<file path="src/rtl/mau_pkg.sv">
package mau_pkg;
  typedef enum logic [1:0] {
    ACC_MEM = 2'd0,
    ACC_IO  = 2'd1,
    ACC_BAD = 2'd2
  } acc_kind_e;
endpackage

</file>
<file path="src/rtl/mau_decode.sv">
module mau_decode
  import mau_pkg::*;
#(
  parameter int ADDR_W    = 16,
  parameter int IO_PAGE_W = 13,
  parameter int LSEL_W    = 1
) (
  input  logic [ADDR_W-1:0] addr,
  input  logic              is_byte,
  output acc_kind_e         kind
);
  localparam int TAG_W = ADDR_W - IO_PAGE_W;

  logic io_hit;
  logic odd_word;

  assign io_hit   = &addr[ADDR_W-1:IO_PAGE_W];
  assign odd_word = !is_byte && (addr[LSEL_W-1:0] != '0);

  always_comb begin
    if (odd_word)    kind = ACC_BAD;
    else if (io_hit) kind = ACC_IO;
    else             kind = ACC_MEM;
  end

  logic [TAG_W-1:0] unused_tag;
  assign unused_tag = '0;
endmodule

</file>
<file path="src/rtl/mau_lanes.sv">
module mau_lanes #(
  parameter int DATA_W = 16,
  parameter int LANES  = DATA_W / 8,
  parameter int LSEL_W = (LANES > 1) ? $clog2(LANES) : 1
) (
  input  logic [LSEL_W-1:0] lane_sel,
  input  logic              is_byte,
  input  logic [DATA_W-1:0] wdata_in,
  input  logic [DATA_W-1:0] rdata_raw,
  output logic [LANES-1:0]  lane_en,
  output logic [DATA_W-1:0] wdata_out,
  output logic [DATA_W-1:0] rdata_out
);
  logic [7:0] picked;

  for (genvar g = 0; g < LANES; g++) begin : g_lane
    assign lane_en[g]        = is_byte ? (lane_sel == LSEL_W'(g)) : 1'b1;
    assign wdata_out[g*8 +: 8] = is_byte ? wdata_in[7:0] : wdata_in[g*8 +: 8];
  end

  always_comb begin
    picked = '0;
    for (int i = 0; i < LANES; i++)
      if (lane_sel == LSEL_W'(i)) picked = rdata_raw[i*8 +: 8];
  end

  assign rdata_out = is_byte ? {{(DATA_W-8){1'b0}}, picked} : rdata_raw;
endmodule

</file>
<file path="src/rtl/mem_access_unit.sv">
module mem_access_unit
  import mau_pkg::*;
#(
  parameter int ADDR_W    = 16,
  parameter int DATA_W    = 16,
  parameter int IO_PAGE_W = 13
) (
  input  logic                     clk,
  input  logic                     rst_n,
  input  logic                     req_valid,
  output logic                     req_ready,
  input  logic                     req_write,
  input  logic                     req_byte,
  input  logic [ADDR_W-1:0]        req_addr,
  input  logic [DATA_W-1:0]        req_wdata,
  output logic                     rsp_valid,
  output logic [DATA_W-1:0]        rsp_rdata,
  output logic                     rsp_err,
  output logic [ADDR_W-2:0]        mem_addr,
  output logic [DATA_W/8-1:0]      mem_we,
  output logic [DATA_W-1:0]        mem_wdata,
  input  logic [DATA_W-1:0]        mem_rdata,
  output logic                     io_valid,
  input  logic                     io_ready,
  output logic                     io_write,
  output logic [IO_PAGE_W-1:0]     io_addr,
  output logic [DATA_W/8-1:0]      io_be,
  output logic [DATA_W-1:0]        io_wdata,
  input  logic [DATA_W-1:0]        io_rdata
);
  localparam int LANES  = DATA_W / 8;
  localparam int LSEL_W = (LANES > 1) ? $clog2(LANES) : 1;

  acc_kind_e         kind;
  logic [LANES-1:0]  lane_en;
  logic [DATA_W-1:0] steered_w;
  logic [DATA_W-1:0] raw_r;
  logic [DATA_W-1:0] steered_r;
  logic              accept;

  mau_decode #(.ADDR_W(ADDR_W), .IO_PAGE_W(IO_PAGE_W), .LSEL_W(LSEL_W)) i_decode (
    .addr    (req_addr),
    .is_byte (req_byte),
    .kind    (kind)
  );

  assign raw_r = (kind == ACC_IO) ? io_rdata : mem_rdata;

  mau_lanes #(.DATA_W(DATA_W), .LANES(LANES), .LSEL_W(LSEL_W)) i_lanes (
    .lane_sel  (req_addr[LSEL_W-1:0]),
    .is_byte   (req_byte),
    .wdata_in  (req_wdata),
    .rdata_raw (raw_r),
    .lane_en   (lane_en),
    .wdata_out (steered_w),
    .rdata_out (steered_r)
  );

  // Request hand-off: memory and refused requests go at once, I/O waits.
  assign req_ready = (kind == ACC_IO) ? io_ready : 1'b1;
  assign accept    = req_valid && req_ready;

  assign mem_addr  = req_addr[ADDR_W-1:LSEL_W];
  assign mem_wdata = steered_w;
  assign mem_we    = (req_valid && req_write && kind == ACC_MEM) ? lane_en : '0;

  assign io_valid  = req_valid && (kind == ACC_IO);
  assign io_write  = req_write;
  assign io_addr   = req_addr[IO_PAGE_W-1:0];
  assign io_be     = lane_en;
  assign io_wdata  = steered_w;

  always_ff @(posedge clk) begin
    if (!rst_n) begin
      rsp_valid <= 1'b0;
      rsp_err   <= 1'b0;
      rsp_rdata <= '0;
    end else begin
      rsp_valid <= accept;
      rsp_err   <= accept && (kind == ACC_BAD);
      if (accept)
        rsp_rdata <= (kind == ACC_BAD || req_write) ? '0 : steered_r;
    end
  end

  AST_ODD_WORD_NO_WRITE: assert property (@(posedge clk) disable iff (!rst_n)
    (req_valid && !req_byte && req_addr[0]) |-> (mem_we == '0 && !io_valid));
  AST_BYTE_ONE_LANE: assert property (@(posedge clk) disable iff (!rst_n)
    (mem_we != '0 && req_byte) |-> ($countones(mem_we) == 1));
  AST_IO_NOT_MEM: assert property (@(posedge clk) disable iff (!rst_n)
    io_valid |-> (mem_we == '0));
  AST_RSP_NEXT: assert property (@(posedge clk) disable iff (!rst_n)
    (req_valid && req_ready) |=> rsp_valid);
  AST_NO_SPURIOUS_RSP: assert property (@(posedge clk) disable iff (!rst_n)
    !(req_valid && req_ready) |=> !rsp_valid);
  AST_IO_WAIT: assert property (@(posedge clk) disable iff (!rst_n)
    (io_valid && !io_ready) |-> !req_ready);
  AST_ERR_ONLY_WITH_RSP: assert property (@(posedge clk) disable iff (!rst_n)
    rsp_err |-> rsp_valid);
endmodule

</file>
<file path="config.mk">
export PLATFORM = sky130hd
export DESIGN_NAME = mem_access_unit
export DESIGN_NICKNAME = d
export VERILOG_FILES = /design/src/rtl/mau_pkg.sv /design/src/rtl/mau_decode.sv /design/src/rtl/mau_lanes.sv /design/src/rtl/mem_access_unit.sv
export SDC_FILE = /design/constraint.sdc
export NUM_CORES = 1
export LEC_CHECK = 0
export BUFFER_PORTS_ARGS = -buffer_cell sky130_fd_sc_hd__buf_2
export CAP_MARGIN = 40
export CORE_UTILIZATION = 38
export CTS_CLUSTER_DIAMETER = 30
export DETAILED_ROUTE_END_ITERATION = 10
export PLACE_DENSITY = 0.86
export SYNTH_ARGS = -nofsm -noshare
export SYNTH_HDL_FRONTEND = slang
export SYNTH_SLANG_ARGS = --single-unit
</file>
<file path="constraint.sdc">
create_clock -name clk -period 2.6 [get_ports clk]
set_input_delay 0.39 -clock clk [delete_from_list [all_inputs] [get_ports clk]]
set_output_delay 0.39 -clock clk [all_outputs]
set_load 0.05 [all_outputs]
</file>
### Word level (Yosys, flattened, before mapping)

Cells that the tools add are included.

* equality and inequality tests: 2
* multiplexer cells: 11
* bitwise logic cells: 1
* reduce and logical (&&, ||, !) cells: 10

Operators with widths (number)
* $mux 16: 3
* $mux 8: 2
* $logic_and 1x1->1: 6
* $mux 1: 4
* $mux 2: 2
* $reduce_and 3->1: 1
* $eq 2x1->1 const B: 1
* $eq 2x2->1 const B: 1
* $logic_not 2->1: 1
* $logic_not 1->1: 1
* $logic_or 1x1->1: 1
* $not 1->1: 1

* register bits: 18
* bits of input ports: 70
* output and inout bits: 85
* word-level logic and storage cells: 27

### Longest topological paths before layout

* depth in word-level cells: 8
* mapped depth: 6
* depth with buffers taken out: 4

### Hierarchy

A second synthesis with hierarchy kept.

* cells, all modules: 191
* area, all modules: 1722.9 µm²

Modules (own cells, without submodules)
* mem_access_unit: instances 1, cells each 151, area each 1317.5 µm², seq. area each 360.3 µm²
* mau_lanes: instances 1, cells each 36, area each 372.9 µm², seq. area each 0.0 µm²
* mau_decode: instances 1, cells each 4, area each 32.5 µm², seq. area each 0.0 µm²

### Least setup slack after synthesis

Ideal clock, no wire load.

* kind: input -> output
* start point: input req_byte
* end point: output mem_we[1]
* arrival: 2268 ps
* data required time: 2210 ps
* path slack: -58 ps
* stages on the path: 3
* buffers on the path: 1
* cell sequence: buf_1 > nand2b_1 > nor3b_1

* elaborated cells on any way between the ends: 7
* classes of those cells: mux: 3; reduce/logical: 4

RTL lines
* start, declared: line mem_access_unit.sv:13 `input logic req_byte,`
* $mux 1: line mau_lanes.sv:17 `assign lane_en[g] = is_byte ? (lane_sel == LSEL_W'(g)) : 1'b1;`
* via io_be[1]: line mem_access_unit.sv:27 `output logic [DATA_W/8-1:0] io_be,`
* $mux 2: line mem_access_unit.sv:65 `assign mem_we = (req_valid && req_write && kind == ACC_MEM) ? lane_en : '0;`
* end, declared: line mem_access_unit.sv:20 `output logic [DATA_W/8-1:0] mem_we,`

The timed path passes the listed nets, and every way through them passes these cells.

### Worst setup path in the final report

* start point: input req_byte
* end point: output req_ready

* longest elaborated chain between the ends: 5

Ends and longest elaborated chain
* $logic_not 1->1: line mau_decode.sv:18 `assign odd_word = !is_byte && (addr[LSEL_W-1:0] != '0);`
* $logic_and 1x1->1: line mau_decode.sv:18
* $mux 2: line mau_decode.sv:21 `if (odd_word) kind = ACC_BAD;`
* $eq 2x1->1: line mem_access_unit.sv:60 `assign req_ready = (kind == ACC_IO) ? io_ready : 1'b1;`
* $mux 1: line mem_access_unit.sv:60
* end, declared: line mem_access_unit.sv:11 `output logic req_ready,`

No other way between the ends.

==> results_dict.tcl <==
set metrics [dict create \
    grtUsageMet2 0.289 \
    place_congestion 0.881 \
    skew_ns 0 \
    diodes 0 \
    relSlewSlack 0.524 \
    clk_pin_slew_ns 0.07 \
    crit_slowest_cell "nor2b_1" \
    yosys_warnings 0 \
    die_x_um 64.4 \
    core_area_um2 3690 \
    wire_per_inst_um 14.9 \
    min_path_type "input port to register" \
    via_count 1491 \
    ff2ff_path_depth 1 \
    nNetsFinal 313 \
    yosys.area.top_type_share 0.269 \
    antenna_found_initial 0 \
    initial_core_util 0.401 \
    synth_area_leader_cell "buf_4" \
    crit_chain "buf_2 > nor2b_1 > or3_4 > buf_2" \
    drc 0 \
    layout_commonest_cell "buf_2" \
    startpoint_type "input port" \
    cp.arrival_ns 1.73 \
    rows 22 \
    met3_usage 0.0554 \
    tightest_slew_ns 0.711 \
    dp_hpwl_um 3390 \
    clock-root-buffer "clkbuf_8" \
    leakagePower_nw 0.927 \
    via_per_inst 5.14 \
    grt.overflow.total 0 \
    chipHeight_um 64.4 \
    layout_min_cycle_time_ns 2.12 \
    cts_buffers 3 \
    met1_usage 0.275 \
    drt_pass1_iterations 4 \
    grt_pass1_wl_um 6410 \
    synth_seq_cells 18 \
    cts_tree "done" \
    cp_slowest_stage_delay_ns 0.59 \
    grt_busiest_layer "met2" \
    synth_cell_types 24 \
    grtUsageTotal 0.199 \
    area_growth_pct 19.1 \
    setup_tns_ns 0 \
    grt_pass1_vias 1328 \
    io_pins 155 \
    clock-sinks 18 \
    grt_max_degree 18 \
    synth_nets 250 \
    syn_area_per_cell_um2 8.21 \
    finalMaxSlewViolations 0 \
    drive_above_1_share 0.529 \
    hold_viol 0 \
    rsz0062_at_grt "no" \
    cts_hold_buf 0 \
    worst-setup-path-type "input port to primary output" \
    ir_worst_vdd_uv 356 \
    fin_util 0.477 \
    postCtsSetupRepairBufs 0 \
    numPortBuffers 118 \
    required_ns 2.21 \
    finalSetupViolCount 0 \
    hold_depth 3 \
    die_area_um2 4140 \
    cts-resized-gates 0 \
    period_share 0.816 \
    insertion_delay_ns 0.26 \
    syn_inst 180 \
    synth.area.top_cells "buf_4, dfxtp_1, nand3_1, mux2_1, a21oi_1" \
    cts_buffer_depth 2 \
    ant_nets 0 \
    fmax_mhz 471 \
    cpMostUsedCell "buf_2" \
    drv_cap 0 \
    worstPathMaxFanout 13 \
    final_cell_mix "buf_2, nand3_1, dfxtp_1, a21oi_1, nand2_1" \
    htreeDepth 1 \
    status "finished, final reports clean" \
    seq_area_frac_synth 0.244 \
    drt_wl_total_um 4320 \
    cp-end-kind "primary output" \
    netlist_area_um2 1480 \
    p_per_area_nw_per_um2 500 \
    drt_iter0_markers 41 \
]
state kept, by name, indices dropped and copies added (netlist names):
register	flops
rsp_valid	1
rsp_err	1
rsp_rdata	16
area by class of cell:
cell class	instances	area [µm²]
fill	373	1930
clock buffer	4	55.1
sequential	18	360
multi-input combinational	100	679
tap	48	60.1
timing repair buffer	120	606
routing by layer:
layer / wire [µm] / up-vias
met3: 395 / 10
li1: - / 707
met2: 2010 / 77
met5: 0 / -
met1: 1850 / 697
met4: 53 / 0
cells in the mapped netlist:
cell,count
and3_1,2
mux2i_1,8
buf_4,53
dfxtp_1,18
a22o_1,8
or3_4,1
nor2_1,3
buf_2,3
o211ai_1,2
buf_1,2
o2bb2ai_1,8
a21oi_1,16
nor3b_1,1
a21boi_4,1
buf_6,1
nand2_1,10
and3b_1,1
o21ai_0,8
nor2b_1,2
mux2_1,8
clkbuf_1,3
nand2b_1,2
nor2_2,1
nand3_1,18
worst max-delay path: cells and delay by family:
family / cells / cell delay [ns]
and+or+nand+nor: 2 / 0.87
buffers and inverters: 2 / 0.47
kinds of logic after synthesis:
logic type	count (synthesis)	share of synthesized area
compound gates	43	0.199
simple gates	41	0.142
buf+inv	62	0.300
mux	16	0.115
flops	18	0.244
per-stage QoR:
step	hold slack (ns)	setup WS (ns)	instance area, µm²	total power [mW]	instances
6_report	0.411	0.478	1760	0.881	290
5_1_grt	0.422	0.390	1760	0.914	290
4_1_cts	0.411	0.491	1760	0.883	290
3_5_place_dp	0.442	0.492	1710	0.655	286
3_3_place_gp	0.448	0.527	1710	0.651	286
2_1_floorplan	0.527	0.413	1480	0.681	180
final timing paths:
check / startpoint / to / slack (ns)
worst max register to register: rsp_rdata[6] / rsp_rdata[6] / 1.96
worst max-delay path: req_byte / req_ready / 0.48
worst min-delay path: mem_rdata[15] / rsp_rdata[15] / 0.41
worst min register to register: rsp_rdata[15] / rsp_rdata[15] / 0.46
power breakdown:
part / switching (mW) / internal [mW]
clock network: 0.0961 / 0.135
registers: 0.00435 / 0.284
logic: 0.265 / 0.0964
No activity file was read; power rests on OpenSTA's default activity.
